<file path="src/rtl/bgs_pkg.sv">
package bgs_pkg;
  parameter int unsigned CNT_W = 12;

  typedef struct packed {
    logic             run;
    logic             halfSel;
    logic             altSel;
    logic             kill;
    logic             primed;
    logic [CNT_W-1:0] hcCnt;
    logic [CNT_W-1:0] lastLen;
  } seq_state_t;
endpackage

</file>
<file path="src/rtl/bgs_ctrl.sv">
module bgs_ctrl
  import bgs_pkg::*;
(
  input  logic             clk,
  input  logic             rst_n,
  input  logic             trigIn,
  input  logic             trigRiseSel,
  input  logic             useIntTime,
  input  logic [CNT_W-1:0] intHalfPeriod,
  input  logic [CNT_W-1:0] timeoutLimit,
  input  logic             altShiftEn,
  input  logic             killIn,
  output seq_state_t       st,
  output logic             trigTimeout
);
  localparam int unsigned W1 = CNT_W + 1;
  localparam logic [CNT_W-1:0] CNT_MAX = '1;

  logic trigQ, runQ, halfQ, altQ, killQ, primedQ, tmoQ;
  logic [CNT_W-1:0] hcCnt, lastLen;
  logic edgeSeen, intWrap, bound, tmoHit;

  always_comb begin
    edgeSeen = trigRiseSel ? (trigIn & ~trigQ) : (~trigIn & trigQ);
    intWrap  = runQ && (({1'b0, hcCnt} + W1'(1)) >= {1'b0, intHalfPeriod});
    bound    = useIntTime ? (!runQ || intWrap) : edgeSeen;
    tmoHit   = runQ && !useIntTime && (hcCnt >= timeoutLimit);
  end

  always_ff @(posedge clk) begin
    if (!rst_n) begin
      trigQ   <= 1'b0;
      runQ    <= 1'b0;
      halfQ   <= 1'b0;
      altQ    <= 1'b0;
      killQ   <= 1'b0;
      primedQ <= 1'b0;
      tmoQ    <= 1'b0;
      hcCnt   <= '0;
      lastLen <= '0;
    end else begin
      trigQ <= trigIn;
      if (bound) begin
        runQ  <= 1'b1;
        hcCnt <= '0;
        killQ <= killIn;
        tmoQ  <= 1'b0;
        if (!runQ) begin
          halfQ   <= 1'b0;
          altQ    <= 1'b0;
          primedQ <= 1'b0;
          lastLen <= '0;
        end else begin
          halfQ   <= ~halfQ;
          primedQ <= 1'b1;
          lastLen <= (hcCnt == CNT_MAX) ? CNT_MAX : hcCnt + CNT_W'(1);
          if (halfQ) altQ <= altShiftEn ? ~altQ : 1'b0;
        end
      end else if (tmoHit) begin
        runQ  <= 1'b0;
        tmoQ  <= 1'b1;
        killQ <= 1'b0;
      end else begin
        if (hcCnt != CNT_MAX) hcCnt <= hcCnt + CNT_W'(1);
        if (killIn) killQ <= 1'b1;
      end
    end
  end

  always_comb begin
    st.run     = runQ;
    st.halfSel = halfQ;
    st.altSel  = altQ;
    st.kill    = killQ;
    st.primed  = primedQ;
    st.hcCnt   = hcCnt;
    st.lastLen = lastLen;
  end
  assign trigTimeout = tmoQ;


  half_toggle_chk: assert property (@(posedge clk) disable iff (!rst_n)
    (bound && runQ) |=> (halfQ != $past(halfQ)));


  timeout_stop_chk: assert property (@(posedge clk) disable iff (!rst_n)
    tmoQ |-> !runQ);
endmodule

</file>
<file path="src/rtl/bgs_datapath.sv">
module bgs_datapath
  import bgs_pkg::*;
(
  input  logic             clk,
  input  logic             rst_n,
  input  seq_state_t       st,
  input  logic [CNT_W-1:0] phaseDelay,
  input  logic [CNT_W-1:0] deadTime,
  output logic [1:0]       legHi,
  output logic [1:0]       legLo
);
  localparam int unsigned NUM_LEGS = 2;

  logic [CNT_W-1:0] clampLim, effDelay;
  logic pastDelay, leadPh, delPh, leadOk, delOk, drvEn;

  always_comb begin
    clampLim  = (st.lastLen > deadTime) ? (st.lastLen - deadTime - CNT_W'(1)) : '0;
    effDelay  = (phaseDelay > clampLim) ? clampLim : phaseDelay;
    pastDelay = st.hcCnt >= effDelay;
    leadPh    = st.halfSel;
    delPh     = pastDelay ? st.halfSel : ~st.halfSel;
    leadOk    = st.hcCnt >= deadTime;
    delOk     = pastDelay ? ((st.hcCnt - effDelay) >= deadTime) : st.primed;
    drvEn     = st.run && !st.kill;
  end

  for (genvar i = 0; i < NUM_LEGS; i++) begin : g_leg
    localparam logic HI_PH = (i == 1);
    logic isDel, ph, ok;
    // two-AND-into-OR steering between lead and delayed drive
    assign isDel = st.altSel ? (i == 0) : (i == 1);
    assign ph    = (isDel & delPh) | (~isDel & leadPh);
    assign ok    = (isDel & delOk) | (~isDel & leadOk);
    assign legHi[i] = drvEn && ok && (ph == HI_PH);
    assign legLo[i] = drvEn && ok && (ph != HI_PH);


    leg_excl_chk: assert property (@(posedge clk) disable iff (!rst_n)
      !(legHi[i] && legLo[i]));


    dead_gap_chk: assert property (@(posedge clk) disable iff (!rst_n)
      (deadTime != '0 && $stable(deadTime) && $stable(phaseDelay) && $rose(legHi[i]))
        |-> !$past(legLo[i]));
  end
endmodule

</file>
<file path="src/rtl/bridge_gate_seq.sv">
module bridge_gate_seq
  import bgs_pkg::*;
(
  input  logic             clk,
  input  logic             rst_n,
  input  logic             trigIn,
  input  logic             trigRiseSel,
  input  logic             useIntTime,
  input  logic [CNT_W-1:0] intHalfPeriod,
  input  logic [CNT_W-1:0] phaseDelay,
  input  logic [CNT_W-1:0] deadTime,
  input  logic [CNT_W-1:0] timeoutLimit,
  input  logic             altShiftEn,
  input  logic             killIn,
  output logic             gateAHi,
  output logic             gateALo,
  output logic             gateBHi,
  output logic             gateBLo,
  output logic             trigTimeout
);
  seq_state_t seqSt;
  logic [1:0] legHi, legLo;

  bgs_ctrl u_ctrl (
    .clk(clk), .rst_n(rst_n), .trigIn(trigIn), .trigRiseSel(trigRiseSel),
    .useIntTime(useIntTime), .intHalfPeriod(intHalfPeriod),
    .timeoutLimit(timeoutLimit), .altShiftEn(altShiftEn), .killIn(killIn),
    .st(seqSt), .trigTimeout(trigTimeout)
  );

  bgs_datapath u_dp (
    .clk(clk), .rst_n(rst_n), .st(seqSt), .phaseDelay(phaseDelay),
    .deadTime(deadTime), .legHi(legHi), .legLo(legLo)
  );

  assign gateAHi = legHi[0];
  assign gateALo = legLo[0];
  assign gateBHi = legHi[1];
  assign gateBLo = legLo[1];


  kill_blank_chk: assert property (@(posedge clk) disable iff (!rst_n)
    killIn |=> !(gateAHi || gateALo || gateBHi || gateBLo));
endmodule

</file>
<file path="config.mk">
export PLATFORM = sky130hd
export DESIGN_NAME = bridge_gate_seq
export DESIGN_NICKNAME = d
export VERILOG_FILES = /design/src/rtl/bgs_pkg.sv /design/src/rtl/bgs_ctrl.sv /design/src/rtl/bgs_datapath.sv /design/src/rtl/bridge_gate_seq.sv
export SDC_FILE = /design/constraint.sdc
export NUM_CORES = 1
export LEC_CHECK = 0
export BUFFER_PORTS_ARGS = -buffer_cell sky130_fd_sc_hd__buf_2
export CAP_MARGIN = 30
export CELL_PAD_IN_SITES_DETAIL_PLACEMENT = 1
export CELL_PAD_IN_SITES_GLOBAL_PLACEMENT = 1
export CORE_MARGIN = 2
export CORE_UTILIZATION = 47
export CTS_CLUSTER_SIZE = 10
export DETAILED_ROUTE_END_ITERATION = 16
export GPL_TIMING_DRIVEN = 0
export HOLD_SLACK_MARGIN = 0.08
export PLACE_DENSITY = 0.87
export SLEW_MARGIN = 20
export SYNTH_ARGS = -nofsm -noshare
export SYNTH_HDL_FRONTEND = slang
export SYNTH_SLANG_ARGS = --single-unit
</file>
<file path="constraint.sdc">
create_clock -name clk -period 14.4 [get_ports clk]
set_input_delay 2.88 -clock clk [delete_from_list [all_inputs] [get_ports clk]]
set_output_delay 2.88 -clock clk [all_outputs]
set_load 0.005 [all_outputs]
</file>
==> results.txt <==
----------------------------------------------------
[Flow run]
  Total of max-cap violations ... 0

[Setup path]
  CP Launch Type ... input port
  Register-to-register setup slack ... ~11,000 ps
  Most frequent cell on the critical path ... ha_1
  Delay of the slowest cell on the worst path ... between 500 and 600 ps
  Data arrival time of the critical path ... 9710 ps
  Max FO, Critical Path ... 10
  CP Capture Type ... output pin
  Required time of the critical path ... 11,520 ps
  Startpoint-to-endpoint class of the critical path ... in2out
  Critical Path Slowest Stage Cell ... or4b_4

[Placement]
  Number of placed instances with taps included ... 738
  Half-perimeter wire length after placement ... 11,600 um
  Final Wtd Congestion ... 0.904
  Number of buffer cells added on primary ports ... between 50 and 60

[Timing]
  RSZ-0062 raised after global routing ... no
  Fmax ... 79.5 MHz
  Post-route clock skew ... 5.62 ps
  Transition time at the pin with the least slew margin ... 642 ps
  TNS Setup ... 0 ps
  Final setup viols ... 0
  Total count of max-transition violations in the final report ... 0
  Final worst path period share ... 0.874
  Headroom to the max-slew limit ... 0.569
  Final Hold Violating Endpoints ... 0
  Min Tclk post-route ... 12,590 ps

[Logic synthesis]
  Async S/R FF share, synth ... 0
  Count of flip-flops with a built-in enable after synthesis ... 0
  Number of synthesized register bits ... 31
  Fraction of post-synthesis cell area in the top cell type by area ... 0.242
  Yosys warning count ... 0
  Top_reg_cell synth ... dfxtp_1
  Syn nets ... 712
  Synth Cell Area ... 4440 sq um
  Post-synth top area cell ... ha_1
  Number of distinct library cells after synthesis ... 71
  Mean instance size in the synthesized netlist ... 7.80 sq um
  Dominant cells by area after synthesis ... ha_1 24%, dfxtp_1 14%, a21oi_1 5.1%, inv_1 4.4%, nand2_1 4.1%
  Number of instances in the synthesized netlist ... approximately 570
  Sequential cell area fraction in the yosys report ... 0.140

[Routing]
  Post-detailed-route wirelength per cell ... around 19 um
  Ratio of routed vias to standard cells ... 6.06
  Routed via count ... 4,519
  Initial drt markers ... 135
  Number of antenna-violating nets in the routed design ... 0
  Number of remaining DRC errors ... 0
  Aggregate routed wire length ... 13,900 um
  Number of iterations in the first detailed-routing pass ... 4

[Floorplanning]
  I/O pin cnt ... 60
  Die outline width ... 101 um
  Effective utilization at floorplan ... 0.483
  # rows ... 35
  Height of the die ... between 100 and 150 um
  DIE AREA ... 10,200 sq um
  Area of the core region ... 9200 sq um

[Global route]
  First-pass GRT wire length ... about 23,000 um
  Initial antenna violation count ... 0
  Gr ovfl total ... 0
  Number of global-route vias before repair ... approximately 4,800
  Pin count of the biggest net entering global routing ... 11
  Total GRT Usage ... 0.282

[Layout]
  Area Growth Syn to Fin ... 12.3%
  Leading cell type in the layout, fill and taps excluded ... ha_1
  Diode count ... 0
  Non-filler instance count after layout ... 746
  Net count of the finished layout ... 777
  Leading cell types in the layout, fill and taps excluded ... 86 x ha_1, 63 x buf_2, 52 x inv_1
  Fraction of layout instances using a drive strength above 1 ... 0.139

[Power and ir drop]
  Power per Cell Area ... 55.6 nW/um^2
  Total leakage power ... 2.39 nW
  Maximum ir drop on the vdd rail ... 0.0602 mV

[Clock network]
  Total number of clock tree sinks ... 31
  Clock tree from TritonCTS ... built
  Worst skew pair latency ... 280 ps
  Clock-pin slew on the worst setup and hold paths ... 70 ps
  Number of setup buffers added after CTS ... 0
  Clock buffers created by TritonCTS ... 5
  Clock H-tree levels ... 2
  Post-cts resize count ... 0
  Post-CTS Hold Fix Bufs ... 0
  Root Buffer ... clkbuf_8
  Buffer levels on the longest clock path ... 2

[Outcome]
  Result of the run ... complete, no violations

[Worst hold path]
  Path class of the lowest-slack min-delay path ... reg2reg

----------------------------------------------------
per-layer routing:
metal	global-route usage	part of all wire
met1	0.327	0.42
met2	0.543	0.52
met3	0.0214	0.031
met4	0.0946	0.029
met5	0	0
area by class of cell:
type                       instances  area (sq um)
fill                            1170          4210
multi-input combinational        469          3530
sequential                        31           621
timing repair buffer              58           290
inverter                          52           195
tap                              111           139
buffer                            17          92.6
clock buffer                       6          82.6
clock inverter                     2          35.0
cell usage after synthesis (all sizes together) (8+ instances only):
cell	n
a21o	12
a21oi	45
a31oi	14
and2	8
buf	9
clkbuf	8
dfxtp	31
ha	86
inv	52
mux2i	12
nand2	50
nand3	19
nand4	14
nor2	26
nor2b	18
o211ai	13
o21a	9
o21ai	30
xnor2	18
xor2	9
state kept, by name, indices dropped and copies added (netlist names):
signal	count
u_ctrl.trigQ	1
u_ctrl.lastLen	12
u_ctrl.hcCnt	12
u_ctrl.trigTimeout	1
u_ctrl.altQ	1
u_ctrl.runQ	1
u_ctrl.halfQ	1
u_ctrl.primedQ	1
u_ctrl.killQ	1
critical path: cells and delay by family:
kind / cells / cell delay [ps]
buffers and inverters: 5 / 920
AO/OA/AOI/OAI: 12 / 3170
adder cells (fa/ha/maj): 4 / 1300
AND/OR/NAND/NOR: 9 / 1440
final timing paths:
check	start	to	cells past startpoint
setup reg to reg	u_ctrl.hcCnt[1]	u_ctrl.lastLen[2]	12
hold / removal	u_ctrl.lastLen[5]	u_ctrl.lastLen[5]	2
setup / recovery	deadTime[4]	gateBLo	30
hold reg to reg	u_ctrl.lastLen[5]	u_ctrl.lastLen[5]	2
per-stage QoR:
| step | instance area, sq um | setup WS (ps) | power (W) | util | hold slack [ps] |
|---|---|---|---|---|---|
| floorplan | 4440 | 2910 | 0.000157 | - | 432 |
| finish | 4990 | 1810 | 0.000277 | 0.542 | 484 |
| CTS | 4990 | 1820 | 0.000277 | 0.542 | 484 |
| detailed placement | 4870 | 1840 | 0.000188 | 0.530 | 474 |
| global route | 4990 | 1200 | 0.000294 | 0.542 | 513 |
| global placement | 4870 | 1900 | 0.000182 | 0.530 | 449 |
power breakdown:
group	switching [W]	internal, W	total, W	leakage (nW)
clock	0.0000349	0.0000560	0.0000908	0.0612
combinational	0.0000555	0.0000417	0.0000972	2.08
sequential	0.00000192	0.0000874	0.0000894	0.251
total	0.0000923	0.000185	0.000277	2.39
cells by family (layout without fill, tap and decap cells):
family | after synthesis | in the layout | synth area share
adders and majority gates | 88 | 88 | 0.251
AOI/OAI and AO/OA | 163 | 163 | 0.244
xor gates and xnor gates | 27 | 27 | 0.0533
DFF | 31 | 31 | 0.140
and+or+nand+nor | 177 | 177 | 0.215
muxes | 14 | 14 | 0.0321
buffers and inverters | 69 | 135 | 0.0648
Note: power is estimated with default switching activity, not from simulation.
